==> config.mk <==
export PLATFORM = sky130hd
export DESIGN_NAME = pwrmode_ctrl
export DESIGN_NICKNAME = d
export VERILOG_FILES = /design/src/rtl/pwrmode_pkg.sv /design/src/rtl/pwrmode_regs.sv /design/src/rtl/pwrmode_div.sv /design/src/rtl/pwrmode_fsm.sv /design/src/rtl/pwrmode_ctrl.sv
export SDC_FILE = /design/constraint.sdc
export NUM_CORES = 1
export LEC_CHECK = 0
export ABC_AREA = 1
export CELL_PAD_IN_SITES_DETAIL_PLACEMENT = 1
export CELL_PAD_IN_SITES_GLOBAL_PLACEMENT = 1
export CORE_UTILIZATION = 44
export DETAILED_ROUTE_END_ITERATION = 10
export DONT_BUFFER_PORTS = 1
export PLACE_DENSITY = 0.9
export SLEW_MARGIN = 25
export SYNTH_ARGS = -nofsm -noshare
export SYNTH_HDL_FRONTEND = slang
export SYNTH_SLANG_ARGS = --single-unit
==> constraint.sdc <==
create_clock -name clk -period 3.4 [get_ports clk]
set_input_delay 0.51 -clock clk [delete_from_list [all_inputs] [get_ports clk]]
set_output_delay 0.51 -clock clk [all_outputs]
set_load 0.01 [all_outputs]
==> src/rtl/pwrmode_pkg.sv <==
package pwrmode_pkg;

    localparam int NUM_MODES = 7;

    typedef enum logic [2:0] {
        MD_HIGH     = 3'd0,
        MD_MED      = 3'd1,
        MD_SUB      = 3'd2,
        MD_SLEEP    = 3'd3,
        MD_SUBSLEEP = 3'd4,
        MD_STBY     = 3'd5,
        MD_WATCH    = 3'd6
    } pmode_e;

    typedef struct packed {
        logic       xfer_direct;
        logic       low_speed;
        logic       nf_fast;
        logic [1:0] sub_sel;
    } ctl_t;

    // Target state chosen by a sleep strobe in an active state
    function automatic pmode_e sleep_target(
        input pmode_e cur,
        input logic   xd,
        input logic   ls,
        input logic   sb,
        input logic   we,
        input logic   dk
    );
        logic both;
        both = xd & ls;
        if (cur == MD_SUB) begin
            if (sb && !both)
                return MD_WATCH;
            if (dk && (xd || !ls))
                return MD_HIGH;
            if (ls)
                return MD_SUBSLEEP;
            return MD_WATCH;
        end
        if (sb)
            return (we && !both) ? MD_WATCH : MD_STBY;
        if (dk && ls && (xd || cur == MD_HIGH))
            return MD_SUB;
        return MD_SLEEP;
    endfunction

endpackage

==> src/rtl/pwrmode_regs.sv <==
module pwrmode_regs
    import pwrmode_pkg::*;
#(
    parameter int DW = 8
) (
    input  logic          clk,
    input  logic          rst,
    input  logic          wr,
    input  logic [DW-1:0] wdata,
    output logic [DW-1:0] rdata,
    output ctl_t          ctl
);
    localparam int BIT_XD = DW - 1;
    localparam int BIT_LS = DW - 2;
    localparam int BIT_NF = DW - 3;

    ctl_t ctl_q;

    always_ff @(posedge clk) begin
        if (rst) begin
            ctl_q <= '0;
        end else if (wr) begin
            ctl_q.xfer_direct <= wdata[BIT_XD];
            ctl_q.low_speed   <= wdata[BIT_LS];
            ctl_q.nf_fast     <= wdata[BIT_NF];
            ctl_q.sub_sel     <= wdata[1:0];
        end
    end

    always_comb begin
        rdata         = '0;
        rdata[BIT_XD] = ctl_q.xfer_direct;
        rdata[BIT_LS] = ctl_q.low_speed;
        rdata[BIT_NF] = ctl_q.nf_fast;
        rdata[1:0]    = ctl_q.sub_sel;
    end

    assign ctl = ctl_q;

endmodule

==> src/rtl/pwrmode_div.sv <==
module pwrmode_div #(
    parameter int W = 3
) (
    input  logic         clk,
    input  logic         rst,
    input  logic         tick,
    input  logic [W-1:0] mask,
    output logic         hit
);
    logic [W-1:0] cnt;

    always_ff @(posedge clk) begin
        if (rst)
            cnt <= '0;
        else if (tick)
            cnt <= cnt + W'(1);
    end

    assign hit = tick && ((cnt & mask) == mask);

endmodule

==> src/rtl/pwrmode_fsm.sv <==
module pwrmode_fsm
    import pwrmode_pkg::*;
(
    input  logic                 clk,
    input  logic                 rst,
    input  logic                 xfer_direct,
    input  logic                 low_speed,
    input  logic                 sleep_req,
    input  logic                 stby_sel,
    input  logic                 watch_en,
    input  logic                 direct_ok,
    input  logic                 speed_med,
    input  logic                 wake,
    output logic [NUM_MODES-1:0] mode_oh,
    output logic                 run_full,
    output logic                 run_sub
);
    pmode_e state, state_nxt;
    logic   ret_med, ret_med_nxt;
    logic   low_pwr;

    // State register
    always_ff @(posedge clk) begin
        if (rst) begin
            state   <= MD_HIGH;
            ret_med <= 1'b0;
        end else begin
            state   <= state_nxt;
            ret_med <= ret_med_nxt;
        end
    end

    // Next-state decision
    always_comb begin
        state_nxt   = state;
        ret_med_nxt = ret_med;
        unique case (state)
            MD_HIGH: begin
                if (sleep_req) begin
                    state_nxt   = sleep_target(state, xfer_direct, low_speed,
                                               stby_sel, watch_en, direct_ok);
                    ret_med_nxt = 1'b0;
                end else if (speed_med) begin
                    state_nxt = MD_MED;
                end
            end
            MD_MED: begin
                if (sleep_req) begin
                    state_nxt   = sleep_target(state, xfer_direct, low_speed,
                                               stby_sel, watch_en, direct_ok);
                    ret_med_nxt = 1'b1;
                end else if (!speed_med) begin
                    state_nxt = MD_HIGH;
                end
            end
            MD_SUB: begin
                if (sleep_req)
                    state_nxt = sleep_target(state, xfer_direct, low_speed,
                                             stby_sel, watch_en, direct_ok);
            end
            MD_SLEEP: begin
                if (wake)
                    state_nxt = ret_med ? MD_MED : MD_HIGH;
            end
            MD_SUBSLEEP: begin
                if (wake)
                    state_nxt = MD_SUB;
            end
            MD_WATCH: begin
                if (wake)
                    state_nxt = low_speed ? MD_SUB : MD_HIGH;
            end
            MD_STBY: begin
                state_nxt = MD_STBY;
            end
            default: begin
                state_nxt = MD_HIGH;
            end
        endcase
    end

    // Outputs
    always_comb begin
        mode_oh        = '0;
        mode_oh[state] = 1'b1;
        run_full       = (state == MD_HIGH) || (state == MD_MED);
        run_sub        = (state == MD_SUB);
        low_pwr        = !(run_full || run_sub);
    end

    AST_MODE_ONEHOT: assert property (@(posedge clk) disable iff (rst)
        $countones(mode_oh) == 1);
    AST_STBY_LATCH: assert property (@(posedge clk) disable iff (rst)
        mode_oh[MD_STBY] |=> mode_oh[MD_STBY]);
    AST_SLEEP_RETURN: assert property (@(posedge clk) disable iff (rst)
        (mode_oh[MD_SLEEP] && wake) |=> (mode_oh[MD_HIGH] || mode_oh[MD_MED]));
    AST_SUBSLEEP_RETURN: assert property (@(posedge clk) disable iff (rst)
        (mode_oh[MD_SUBSLEEP] && wake) |=> mode_oh[MD_SUB]);
    AST_LP_HOLD: assert property (@(posedge clk) disable iff (rst)
        (low_pwr && !wake) |=> $stable(mode_oh));

endmodule

==> src/rtl/pwrmode_ctrl.sv <==
module pwrmode_ctrl
    import pwrmode_pkg::*;
#(
    parameter int SUB_DIV_W = 3,
    parameter int NF_DIV_W  = 4
) (
    input  logic                 clk,
    input  logic                 rst,
    input  logic                 reg_wr,
    input  logic [7:0]           reg_wdata,
    output logic [7:0]           reg_rdata,
    input  logic                 sleep_req,
    input  logic                 stby_sel,
    input  logic                 watch_en,
    input  logic                 direct_ok,
    input  logic                 speed_med,
    input  logic                 wake,
    input  logic                 sub_tick,
    output logic [NUM_MODES-1:0] mode_oh,
    output logic                 cpu_clk_en,
    output logic                 nf_sample
);
    localparam logic [SUB_DIV_W-1:0] SUB_M_SLOW = {SUB_DIV_W{1'b1}};
    localparam logic [SUB_DIV_W-1:0] SUB_M_MID  = SUB_M_SLOW >> 1;
    localparam logic [SUB_DIV_W-1:0] SUB_M_FAST = SUB_M_SLOW >> 2;
    localparam logic [NF_DIV_W-1:0]  NF_M_SLOW  = {NF_DIV_W{1'b1}};
    localparam logic [NF_DIV_W-1:0]  NF_M_FAST  = NF_M_SLOW >> 2;

    ctl_t                 ctl;
    logic                 run_full, run_sub;
    logic [SUB_DIV_W-1:0] sub_mask;
    logic [NF_DIV_W-1:0]  nf_mask;
    logic                 sub_hit, nf_hit;

    pwrmode_regs #(.DW(8)) u_regs (
        .clk   (clk),
        .rst   (rst),
        .wr    (reg_wr),
        .wdata (reg_wdata),
        .rdata (reg_rdata),
        .ctl   (ctl)
    );

    pwrmode_fsm u_fsm (
        .clk         (clk),
        .rst         (rst),
        .xfer_direct (ctl.xfer_direct),
        .low_speed   (ctl.low_speed),
        .sleep_req   (sleep_req),
        .stby_sel    (stby_sel),
        .watch_en    (watch_en),
        .direct_ok   (direct_ok),
        .speed_med   (speed_med),
        .wake        (wake),
        .mode_oh     (mode_oh),
        .run_full    (run_full),
        .run_sub     (run_sub)
    );

    always_comb begin
        if (ctl.sub_sel[1])
            sub_mask = SUB_M_FAST;
        else if (ctl.sub_sel[0])
            sub_mask = SUB_M_MID;
        else
            sub_mask = SUB_M_SLOW;
        nf_mask = ctl.nf_fast ? NF_M_FAST : NF_M_SLOW;
    end

    pwrmode_div #(.W(SUB_DIV_W)) u_sub_div (
        .clk  (clk),
        .rst  (rst),
        .tick (sub_tick),
        .mask (sub_mask),
        .hit  (sub_hit)
    );

    pwrmode_div #(.W(NF_DIV_W)) u_nf_div (
        .clk  (clk),
        .rst  (rst),
        .tick (1'b1),
        .mask (nf_mask),
        .hit  (nf_hit)
    );

    assign cpu_clk_en = run_full || (run_sub && sub_hit);
    assign nf_sample  = nf_hit;

    AST_WR_READBACK: assert property (@(posedge clk) disable iff (rst)
        reg_wr |=> (reg_rdata == ($past(reg_wdata) & 8'hE3)));
    AST_CPU_EN_GATED: assert property (@(posedge clk) disable iff (rst)
        cpu_clk_en |-> (mode_oh[MD_HIGH] || mode_oh[MD_MED] || mode_oh[MD_SUB]));
    AST_NF_SINGLE: assert property (@(posedge clk) disable iff (rst)
        nf_sample |=> !nf_sample);

endmodule

==> results.yml <==
cts:
  cts_setup_buffers: 0
  htreeDepth: 1
  cts_inserted_buffers: 3
  cts_sinks: 16
  tritoncts: "done"
  cts_max_path_buffers: 2
  cts.repair.resized: 0
  cts_hold_buf: 0
  clkTransAtPathRegs_ns: 0.10
  clock_latency_ns: 0.29
  root_buffer: "clkbuf_4"
timing:
  rsz0062_at_grt: "false"
  min_period_over_period_pct: 64.6
  fin_setup_tns_ns: 0
  fmax_ghz: 0.455
  slew_violations: 0
  hold_ws_ns: 0.268
  fin_crit_ns: 2.20
  max_slew_margin_pct: 59.9
  fin_skew_ns: 0.00960
  worstMarginPinSlew_ns: 0.594
  setup_violations: 0
  hold_viol_final: 0
floorplanning:
  rows: 16
  die_w_um: 48.1
  die_h_um: 48.1
  core_um2: 1980
  start_util_pct: 47.2
  io_pins: 35
  die-area_um2: 2310
critical_path:
  path_class: "flop to primary output"
  worstPathCellList: "inv_2 > nor2_1 > nand2_1 > o41ai_1"
  cp_slowest_stage_delay_ns: 0.57
  worstPathBufferInverterCount: 1
  critical-path-top-delay-family: "compound AO/OA/AOI/OAI gates"
  required_ns: 2.89
  startpoint: "u_fsm.state[1]$_SDFFE_PP0P_"
  r2r-start: "u_fsm.state[0]$_SDFFE_PP0P_"
  worstSetupEndpointType: "primary output"
  crit_fanout: 7
  worstPathArrival_ns: 1.69
  slowest_stage: "o41ai_1"
  critPathLaunchType: "flop"
detailed_routing:
  wl_per_cell_um: 13.0
  wirelength_um: 2150
  firstDrtPassIters: 4
  num_vias: 860
  viasPerCell: 5.21
  drt_iter0_markers: 9
  route.detailed.drc: 0
  ant_nets: 0
synth:
  seq_area_frac_synth_pct: 34.3
  yosys.cell_count.top_type: "nand2_1"
  synth_area_per_cell_um2: 6.68
  ys_seq_elements: 16
  synth_top_area_share_pct: 34.3
  yosysWarnings: 0
  synthesis.instances: 140
  synthTopCellsByArea: "dfxtp_1, nand2_1, a21oi_1"
  synthFlopType: "dfxtp_1"
  synth_top_area_cell: "dfxtp_1"
  synth_cell_types: 29
  netlist_area_um2: 935
  synth-edff-count: 0
  async_flop_share_pct: 0
  synthTopCellsByCount: "nand2_1, dfxtp_1, inv_1, nor2_1, a21oi_1"
finish:
  seq_area_um2: 320
  final.fill_count: 272
  insertedDiodeCount: 0
  final_layout_size_suffix_gt1_share_pct: 13.0
  multi_input_area_um2: 499
  areaGrowthSynthToFinish_pct: 2.95
  fin_nets: 159
grt:
  antenna_found_initial: 0
  grt_pass1_wl_um: 3390
  grt_start_max_net_pins: 17
  grt_pass1_vias: 794
  grtUsageTotal_pct: 21.3
  overflow: 0
power:
  ir_drop_mv: 0.271
  power.internal_uw: 373
  power.density_nw_per_um2: 699
  pwr-share-comb_pct: 42.4
  switching_share_pct: 44.5
  p_sw_uw: 299
  share_seq_of_total_power_pct: 38.8
  leakagePower_nw: 0.437
  pwr-share-clk_pct: 18.8
run:
  max_cap_violations: 0
worst_hold_path:
  hold_path.class: "input port to flop"
  hp-start: "rst"
outcome:
  status: "finished clean"
place:
  portBuffers: 0
  gp_congestion: 0.778
  dp_hpwl_um: 1680
## worst paths after layout
kind / end / slack [ns] / cells past startpoint
worst min-delay path: u_fsm.state[2]$_SDFFE_PP0P_ / 0.27 / 1
worst max-delay path: cpu_clk_en / 1.20 / 4
worst min register to register: u_nf_div.cnt[0]$_SDFF_PP0_ / 0.45 / 1
worst max register to register: u_fsm.state[2]$_SDFFE_PP0P_ / 1.96 / 10
## power by group through the flow
| stage | Combinational [mW] | Sequential (mW) | Clock [mW] |
|---|---|---|---|
| CTS | 0.289 | 0.260 | 0.130 |
| global route | 0.325 | 0.266 | 0.140 |
| detailed placement | 0.286 | 0.264 | 0 |
| finish | 0.285 | 0.261 | 0.127 |
| floorplan | 0.254 | 0.246 | 0 |
| global placement | 0.274 | 0.262 | 0 |
## through the flow
step	cell area [um^2]	util, %	instances	worst slack (ns)	power [mW]
floorplan	942	-	142	1.70	0.501
global placement	926	46.7	161	1.56	0.536
detailed placement	926	46.7	161	1.54	0.550
CTS	962	48.5	165	1.20	0.680
global route	962	48.5	165	1.04	0.730
finish	962	48.5	165	1.20	0.672
## layer usage
metal,GRT usage [%],up-vias,wire length [um]
li1,-,433,-
met1,26.6,401,1010
met2,35.9,24,1030
met3,7.41,2,97
met4,3.33,0,7
met5,0,-,0
## registers in the layout, summed over array words and instances, names as in the netlist
name and cells:
u_regs.ctl 5, u_fsm.state 3, u_sub_div.cnt 3, u_fsm.ret_med 1
u_nf_div.cnt 4
## cells in the final DEF (no fill, tap or decap), types with 2 or more instances in the layout
master	netlist	final
nor2_1	14	14
a21oi_1	12	12
conb_1	1	3
inv_2	4	4
dfxtp_1	16	16
nor2_2	3	3
xnor2_1	2	2
o21ai_0	4	4
clkbuf_4	0	3
ha_1	2	2
a21oi_2	2	2
a211oi_1	3	3
nand2_1	35	35
nor3_1	3	3
inv_1	14	14
nand3_1	6	6
## kinds of logic after synthesis
kind of cell / synth area share [%]
other: 0.401
AOI/OAI and AO/OA: 15.1
buffers and inverters: 13.1
adders and majority gates: 2.68
DFF: 34.3
xor gates and xnor gates: 1.87
and+or+nand+nor: 32.5
## layout make-up
cell class                      instances  area share (%)
Tap cell                               27            3.51
Inverter                               19            7.54
Sequential cell                        16            33.3
Clock buffer                            4            3.77
Multi-Input combinational cell         99            51.9
(Power assumes the default switching activity.)
